===== src/rtl/timer_pkg.sv =====
package timer_pkg;
  localparam int ADDR_W    = 2;
  localparam logic [ADDR_W-1:0] ADR_CTRL   = 2'd0;
  localparam logic [ADDR_W-1:0] ADR_CNT0   = 2'd1;
  localparam logic [ADDR_W-1:0] ADR_STATUS = 2'd3;
  // per-channel control pair: mode at CTRL_LSB+2*i, select at CTRL_LSB+2*i+1
  localparam int CTRL_LSB  = 4;
endpackage


===== src/rtl/tick_prescaler.sv =====
module tick_prescaler #(
  parameter int PRE_W = 8
) (
  input  logic clk,
  input  logic rst,
  input  logic ref_tick,
  output logic div_tick
);
  logic [PRE_W-1:0] pre_q;

  always_ff @(posedge clk) begin
    if (rst)           pre_q <= '0;
    else if (ref_tick) pre_q <= pre_q + 1'b1;
  end

  assign div_tick = ref_tick && (pre_q == {PRE_W{1'b1}});

  AST_DIV_SPACED: assert property (@(posedge clk) disable iff (rst)
    div_tick |=> !div_tick);
  AST_DIV_NEEDS_REF: assert property (@(posedge clk) disable iff (rst)
    div_tick |-> ref_tick);
endmodule


===== src/rtl/tmr_channel.sv =====
module tmr_channel #(
  parameter int CNT_W = 16
) (
  input  logic             clk,
  input  logic             rst,
  input  logic             tick_en,
  input  logic             load,
  input  logic [CNT_W-1:0] load_val,
  input  logic             reload_mode,
  output logic [CNT_W-1:0] count_o,
  output logic             uf_o,
  output logic             irq_o
);
  logic [CNT_W-1:0] cnt_q, rld_q;
  logic             irq_q;

  assign uf_o = tick_en && !load && (cnt_q == '0);

  always_ff @(posedge clk) begin
    if (rst) begin
      cnt_q <= '0;
      rld_q <= '0;
      irq_q <= 1'b0;
    end else begin
      irq_q <= uf_o;
      if (load) begin
        cnt_q <= load_val;
        rld_q <= load_val;
      end else if (tick_en) begin
        if (cnt_q == '0) cnt_q <= reload_mode ? rld_q : {CNT_W{1'b1}};
        else             cnt_q <= cnt_q - 1'b1;
      end
    end
  end

  assign count_o = cnt_q;
  assign irq_o   = irq_q;

  AST_LOAD_TAKES: assert property (@(posedge clk) disable iff (rst)
    load |=> cnt_q == $past(load_val));
  AST_FREE_WRAP: assert property (@(posedge clk) disable iff (rst)
    (tick_en && !load && !reload_mode && cnt_q == '0) |=> cnt_q == {CNT_W{1'b1}});
  AST_RELOAD_RESTORE: assert property (@(posedge clk) disable iff (rst)
    (tick_en && !load && reload_mode && cnt_q == '0) |=> cnt_q == $past(rld_q));
  AST_HOLD_IDLE: assert property (@(posedge clk) disable iff (rst)
    (!tick_en && !load) |=> $stable(cnt_q));
  AST_IRQ_CAUSE: assert property (@(posedge clk) disable iff (rst)
    irq_q |-> $past(tick_en && !load));
endmodule


===== src/rtl/dual_interval_timer.sv =====
module dual_interval_timer
  import timer_pkg::*;
#(
  parameter int CNT_W  = 16,
  parameter int PRE_W  = 8,
  parameter int DATA_W = 32
) (
  input  logic              clk,
  input  logic              rst,
  input  logic              ref_tick,
  input  logic              wr_en,
  input  logic [1:0]        wr_addr,
  input  logic [DATA_W-1:0] wr_data,
  input  logic [1:0]        rd_addr,
  output logic [DATA_W-1:0] rd_data,
  output logic [1:0]        irq
);
  localparam int N_CH   = 2;
  localparam int CTRL_W = 2 * N_CH;

  logic             div_tick;
  logic [CTRL_W-1:0] ctrl_q;
  logic [N_CH-1:0]   status_q, uf, sel, mode, load, clr;
  logic [CNT_W-1:0]  cnt [N_CH];
  logic [DATA_W-1:0] rd_d;
  logic              unused_wr;

  assign unused_wr = ^wr_data;

  tick_prescaler #(.PRE_W(PRE_W)) i_pre (
    .clk(clk), .rst(rst), .ref_tick(ref_tick), .div_tick(div_tick)
  );

  for (genvar i = 0; i < N_CH; i++) begin : g_ch
    assign mode[i] = ctrl_q[2*i];
    assign sel[i]  = ctrl_q[2*i+1];
    assign load[i] = wr_en && (wr_addr == ADR_CNT0 + 2'(i));
    assign clr[i]  = wr_en && (wr_addr == ADR_STATUS) && wr_data[i];

    tmr_channel #(.CNT_W(CNT_W)) i_ch (
      .clk(clk), .rst(rst),
      .tick_en(sel[i] ? ref_tick : div_tick),
      .load(load[i]), .load_val(wr_data[CNT_W-1:0]),
      .reload_mode(mode[i]),
      .count_o(cnt[i]), .uf_o(uf[i]), .irq_o(irq[i])
    );

    always_ff @(posedge clk) begin
      if (rst)        status_q[i] <= 1'b0;
      else if (uf[i]) status_q[i] <= 1'b1;
      else if (clr[i]) status_q[i] <= 1'b0;
    end

    AST_STATUS_STICKY: assert property (@(posedge clk) disable iff (rst)
      (status_q[i] && !clr[i]) |=> status_q[i]);
    AST_STATUS_ON_IRQ: assert property (@(posedge clk) disable iff (rst)
      irq[i] |-> status_q[i]);
  end

  always_ff @(posedge clk) begin
    if (rst) ctrl_q <= '0;
    else if (wr_en && wr_addr == ADR_CTRL) ctrl_q <= wr_data[CTRL_LSB +: CTRL_W];
  end

  always_comb begin
    rd_d = '0;
    case (rd_addr)
      ADR_CTRL:   rd_d[CTRL_LSB +: CTRL_W] = ctrl_q;
      ADR_STATUS: rd_d[N_CH-1:0] = status_q;
      default:    rd_d[CNT_W-1:0] = cnt[rd_addr - ADR_CNT0];
    endcase
  end

  always_ff @(posedge clk) begin
    if (rst) rd_data <= '0;
    else     rd_data <= rd_d;
  end

  AST_CTRL_MASK: assert property (@(posedge clk) disable iff (rst)
    ($past(rd_addr) == ADR_CTRL) |-> (rd_data[CTRL_LSB-1:0] == '0));
endmodule


===== config.mk =====
export PLATFORM = sky130hd
export DESIGN_NAME = dual_interval_timer
export DESIGN_NICKNAME = d
export VERILOG_FILES = /design/src/rtl/timer_pkg.sv /design/src/rtl/tick_prescaler.sv /design/src/rtl/tmr_channel.sv /design/src/rtl/dual_interval_timer.sv
export SDC_FILE = /design/constraint.sdc
export NUM_CORES = 1
export LEC_CHECK = 0
export BUFFER_PORTS_ARGS = -buffer_cell sky130_fd_sc_hd__buf_4
export CAP_MARGIN = 30
export CORE_MARGIN = 4
export CORE_UTILIZATION = 53
export CTS_CLUSTER_DIAMETER = 120
export DETAILED_ROUTE_END_ITERATION = 12
export PLACE_DENSITY = 0.75
export SYNTH_ARGS = -nofsm -noshare
export SYNTH_HDL_FRONTEND = slang
export SYNTH_SLANG_ARGS = --single-unit

===== constraint.sdc =====
create_clock -name clk -period 3.1 [get_ports clk]
set_clock_uncertainty 0.2 [all_clocks]
set_input_delay 0.62 -clock clk [delete_from_list [all_inputs] [get_ports clk]]
set_output_delay 0.62 -clock clk [all_outputs]
set_load 0.05 [all_outputs]

# After elaboration in Yosys (flattened, before gate mapping)
# Cells that the tools add are included.
[totals]
input_bits = 40
output_inout_bits = 34
ff_bits = 112
word_cells = 65
[classes]
order_cmp = 1
eq_ne = 5
n_bitwise = 1
mux = 19
n_reduce_logical = 22
n_addsub = 4
[op_table]
columns = ["op", "count"]
rows = [
  ["two-way mux 16 bit", 11],
  ["zero test 16 bit", 2],
  ["subtractor 16 x 1 -> 16 bit (second input constant)", 2],
  ["logical AND 1 bit", 11],
  ["adder 8 x 1 -> 8 bit (second input constant)", 1],
  ["equality test 8 bit (second input constant)", 1],
  ["one-hot mux 4 bit (2 select lines)", 1],
  ["nonzero test 2 bit", 4],
  ["equality test 2 bit (second input constant)", 3],
  ["two-way mux 1 bit", 6],
  ["zero test 2 bit", 2],
  ["one-hot mux 2 bit (2 select lines)", 1],
  ["greater-or-equal comparator 3 x 2 -> 1 bit (second input constant)", 1],
  ["NOT 2 -> 3 bit", 1],
  ["OR reduction 3 bit", 1],
  ["equality test 2 x 1 -> 1 bit (second input constant)", 1],
  ["zero test 1 bit", 2],
  ["subtractor 2 x 1 -> 2 bit (second input constant)", 1],
]

# Logic depth before layout (Yosys ltp)
[depth]
word_depth = 6
ltp_mapped = 9
mapped_depth_nobuf = 7

# Cells and area by module
# Synthesis repeated with hierarchy kept, for this count alone.
[hier_totals]
hier_cells = 595
area_unflattened_um2 = 5211.2
[by_module_without_submodules]
columns = ["mod", "n_inst", "cells_per_inst", "area_each_um2"]
rows = [
  ["tmr_channel", 2, 222, 1883.1],
  ["dual_interval_timer", 1, 112, 1091.0],
  ["tick_prescaler", 1, 39, 354.1],
]

# Worst setup path after synthesis
# OpenSTA, ideal clock, no wires.
[synth_timing]
path_type = "in2reg"
start = "input rd_addr[0]"
end = "register rd_data[10]"
path_buffers = 3
cell_stages = 7
path_slack_ns = 0.671
arrival_ns = 2.164
path_cell_list = "clkbuf_1 -> buf_2 -> inv_1 -> ha_1 -> or3_1 -> clkbuf_1 -> nor2_1"
[synth_via]
elab_chain_len = 5
word_cells_on_any_way = 8
cone_classes = "1 x add/sub; 1 x eq/ne; 3 x mux; 1 x bitwise; 2 x reduce/logical"
[synth_rtl]
columns = ["element", "line_no", "source"]
rows = [
  ["from (decl)", "dual_interval_timer.sv:14", "input logic [1:0] rd_addr,"],
  ["subtractor 2 x 1 -> 2 bit", "dual_interval_timer.sv:70", "default: rd_d[CNT_W-1:0] = cnt[rd_addr - ADR_CNT0];"],
  ["NOT 2 -> 3 bit (not written as such)", "dual_interval_timer.sv:70", ""],
  ["two-way mux 16 bit (not written as such) (3 in series)", "dual_interval_timer.sv:70", ""],
  ["to (signal assigned)", "dual_interval_timer.sv:76", "else rd_data <= rd_d;"],
  ["to (decl)", "dual_interval_timer.sv:15", "output logic [DATA_W-1:0] rd_data,"],
]
# Several ways; a longest one is shown, not always the timed one. The select of a mux whose other input is x is not followed.
# A chain may end at the register's enable or synchronous reset.

# Worst setup path in the final report
[layout_timing]
start = "register g_ch[0].i_ch.cnt_q[0]"
end = "register g_ch[0].i_ch.cnt_q[3]"
[layout_via]
elab_chain_len = 4
word_cells_on_any_way = 5
cone_classes = "1 x add/sub; 3 x mux; 1 x reduce/logical"
[layout_rtl]
columns = ["element", "line_no", "source"]
rows = [
  ["from (decl)", "tmr_channel.sv:14", "logic [CNT_W-1:0] cnt_q, rld_q;"],
  ["from (signal assigned)", "tmr_channel.sv:27", "cnt_q <= load_val;"],
  ["from (signal assigned)", "tmr_channel.sv:30", "if (cnt_q == '0) cnt_q <= reload_mode ? rld_q : {CNT_W{1'b1}};"],
  ["from (signal assigned)", "tmr_channel.sv:31", "else cnt_q <= cnt_q - 1'b1;"],
  ["subtractor 16 x 1 -> 16 bit or zero test 16 bit (tied branches)", "tmr_channel.sv:31, tmr_channel.sv:30", ""],
  ["two-way mux 16 bit *", "tmr_channel.sv:30", ""],
  ["two-way mux 16 bit *", "tmr_channel.sv:29", "end else if (tick_en) begin"],
  ["two-way mux 16 bit *", "tmr_channel.sv:26", "if (load) begin"],
]
# Every way passes the cells marked *; elsewhere a longest branch is shown, timed or not. The select of a mux whose other input is x is not followed.

==> results.json <==
{
  "wire_per_inst_microns": 17.60,
  "die_h_microns": 105.0,
  "async_reset_ff_share_pct": 0,
  "io_buffers": 41,
  "ioPinCount": 74,
  "dp_hpwl_microns": 9360,
  "worstHoldPathType": "register to register",
  "gr-usage-all-layers_pct": 23.61,
  "tritoncts": "yes",
  "nets": 669,
  "dp.cells": 722,
  "die_w_microns": 105.0,
  "cp.arrival_ns": 2.63,
  "grt_pass1_wl_microns": 21290,
  "initial_core_util_pct": 54.27,
  "status": "finished clean",
  "ctsResizeCount": 0,
  "layout-drive-gt1-share_pct": 13.72,
  "clock_sinks": 96,
  "gp_congestion": 0.8675,
  "vias": 4482,
  "cts.reportedPaths.clkPinSlew_ns": 0.10,
  "synth_edf_count": 0,
  "core_sq_um": 9196,
  "synth_cells": 607,
  "ant_nets": 0,
  "vdd_drop_max_uv": 272.1,
  "crit_type": "register to register",
  "power.leakage_nw": 2.106,
  "grt_pass1_vias": 4184,
  "syn_area_sq_um": 4991,
  "cp_max_fo": 12,
  "fin_crit_ns": 2.515,
  "synth_ff_type": "dfxtp_1",
  "fmax_mhz": 397.5,
  "fin_crit_sh_pct": 81.14,
  "synth-seq-cells": 96,
  "dp_slack_ns": 0.6092,
  "clk_latency_ns": 0.36,
  "setup_ws_ns": 0.5845,
  "clockBufferDepth": 2,
  "synth.avg_cell_area_sq_um": 8.222,
  "cp_data_required_time_ns": 3.21,
  "grt_max_degree": 48,
  "htree_levels": 3,
  "drc": 0,
  "die_area_sq_um": 11030,
  "fp-row-count": 35,
  "postCtsSetupBuffers": 0,
  "viasPerCell": 6.073,
  "areaGrowthSynthToFinish_pct": 8.523,
  "cts_hold_buf": 0,
  "tightest_slew_ns": 0.8101,
  "worstSetupStartpointType": "register",
  "rsz0062_at_grt": "false",
  "drt-pass1-iter-count": 6,
  "setup_tns_ns": 0,
  "total_power_mw": 2.898,
  "yosysWarnings": 0,
  "end_kind": "register",
  "cts_root_buffer": "clkbuf_8",
  "power_density_nw_per_um2": 535.1,
  "drt_wl_total_microns": 12990,
  "ys_seq_area_share_pct": 38.51,
  "antenna_found_initial": 0,
  "grt_overflow": 0,
  "numCtsBuffers": 9,
  "n_fill_cell": 845,
  "drtIter0Drc": 257,
  "synth_cell_types": 70,
  "instances_no_fill": 738,
  "relSlewSlack_pct": 45.87,
  "setup_viol": 0,
  "cap_violations": 0,
  "hold_violations": 0,
  "drv_slew": 0,
  "diodes": 0
}
## placed cells by master, fill, tap and decap left out, types with 13 or more instances in the layout
master,netlist,final
a21oi_1,51,51
buf_4,22,48
conb_1,1,16
dfxtp_1,96,96
mux2i_1,15,15
nand2_1,100,100
nor2_1,63,63
nor3_1,16,16
o21ai_0,13,13
xor2_1,14,14
## path summary, 6_finish.rpt
check / startpoint / end / slack, ns / cells past startpoint
max: g_ch[0].i_ch.count_o[0]$_SDFFE_PP0P_ / g_ch[0].i_ch.count_o[3]$_SDFFE_PP0P_ / 0.58 / 8
min: g_ch[0].i_ch.rld_q[4]$_SDFFE_PP0P_ / g_ch[0].i_ch.rld_q[4]$_SDFFE_PP0P_ / 0.26 / 2
max reg2reg: g_ch[0].i_ch.count_o[0]$_SDFFE_PP0P_ / g_ch[0].i_ch.count_o[3]$_SDFFE_PP0P_ / 0.58 / 8
min reg2reg: g_ch[0].i_ch.rld_q[4]$_SDFFE_PP0P_ / g_ch[0].i_ch.rld_q[4]$_SDFFE_PP0P_ / 0.26 / 2
## per-layer routing
| metal | vias to the layer above | wire length, microns | global-route usage (%) |
|---|---|---|---|
| met2 | 198 | 6006 | 38.04 |
| li1 | 2159 | - | - |
| met5 | - | 0 | 0 |
| met1 | 2101 | 5783 | 32.35 |
| met3 | 24 | 858 | 2.965 |
| met4 | 0 | 343 | 8.810 |
## flip-flops by register name (all words and copies together) (netlist names)
name,flops
ctrl_q,4
g_ch.i_ch.count_o,32
g_ch.i_ch.irq_o,2
g_ch.i_ch.rld_q,32
i_pre.pre_q,8
rd_data,16
status_q,2
## layout make-up
| cell class | instances | area (sq um) | share of cell area [%] |
|---|---|---|---|
| tap | 111 | 138.9 | 2.564 |
| clock buffer | 9 | 123.9 | 2.287 |
| timing repair buffer | 48 | 360.3 | 6.653 |
| inverter | 12 | 45.04 | 0.8316 |
| clock inverter | 7 | 80.08 | 1.478 |
| multi-input combinational | 455 | 2746 | 50.70 |
| sequential | 96 | 1922 | 35.48 |
## critical path, cell delays in order (launching register included)
cell and delay, ns:
dfxtp_1 0.40, inv_1 0.13, ha_1 0.19, nor4b_1 0.27, and4_1 0.43, buf_4 0.25
nor3_1 0.08, a311oi_1 0.28, o221a_2 0.23
## metrics by stage
| stage | area (sq um) | hold slack (ns) | utilization (%) |
|---|---|---|---|
| 2_1_floorplan | 5047 | 0.2311 | - |
| 3_3_place_gp | 5213 | 0.2397 | 56.68 |
| 3_5_place_dp | 5213 | 0.2453 | 56.68 |
| 4_1_cts | 5416 | 0.2589 | 58.90 |
| 5_1_grt | 5416 | 0.2784 | 58.90 |
| 6_report | 5416 | 0.2561 | 58.90 |
## cells by family (layout without fill, tap and decap cells)
family,after synthesis,count (layout),synth area share (%)
flops,96,96,38.51
other cells,1,16,0.07513
fa+ha+maj,7,7,1.755
xor+xnor,23,23,4.036
buf+inv,71,76,7.596
simple gates,248,248,25.02
compound gates,142,142,19.10
mux,19,19,3.911
## report_power, final
group / total, mW / switching, mW / internal, mW
combinational: 0.676 / 0.418 / 0.258
clock: 0.843 / 0.461 / 0.381
sequential: 1.38 / 0.0886 / 1.29
total: 2.90 / 0.968 / 1.93
## Yosys cell counts (all sizes together) (9+ instances only)
| cell | count | area (sq um) |
|---|---|---|
| nor3 | 19 | 122.6 |
| xor2 | 14 | 122.6 |
| dfxtp | 96 | 1922 |
| buf | 40 | 262.8 |
| xnor2 | 9 | 78.83 |
| a21oi | 51 | 255.2 |
| o21ai | 13 | 65.06 |
| o221ai | 11 | 96.34 |
| nand4 | 12 | 81.33 |
| inv | 12 | 45.04 |
| clkbuf | 19 | 71.32 |
| a31oi | 9 | 56.30 |
| nor2 | 64 | 242.7 |
| nand2 | 100 | 375.4 |
| mux2i | 15 | 150.1 |
| nand3 | 9 | 50.05 |
(Power assumes the default switching activity.)
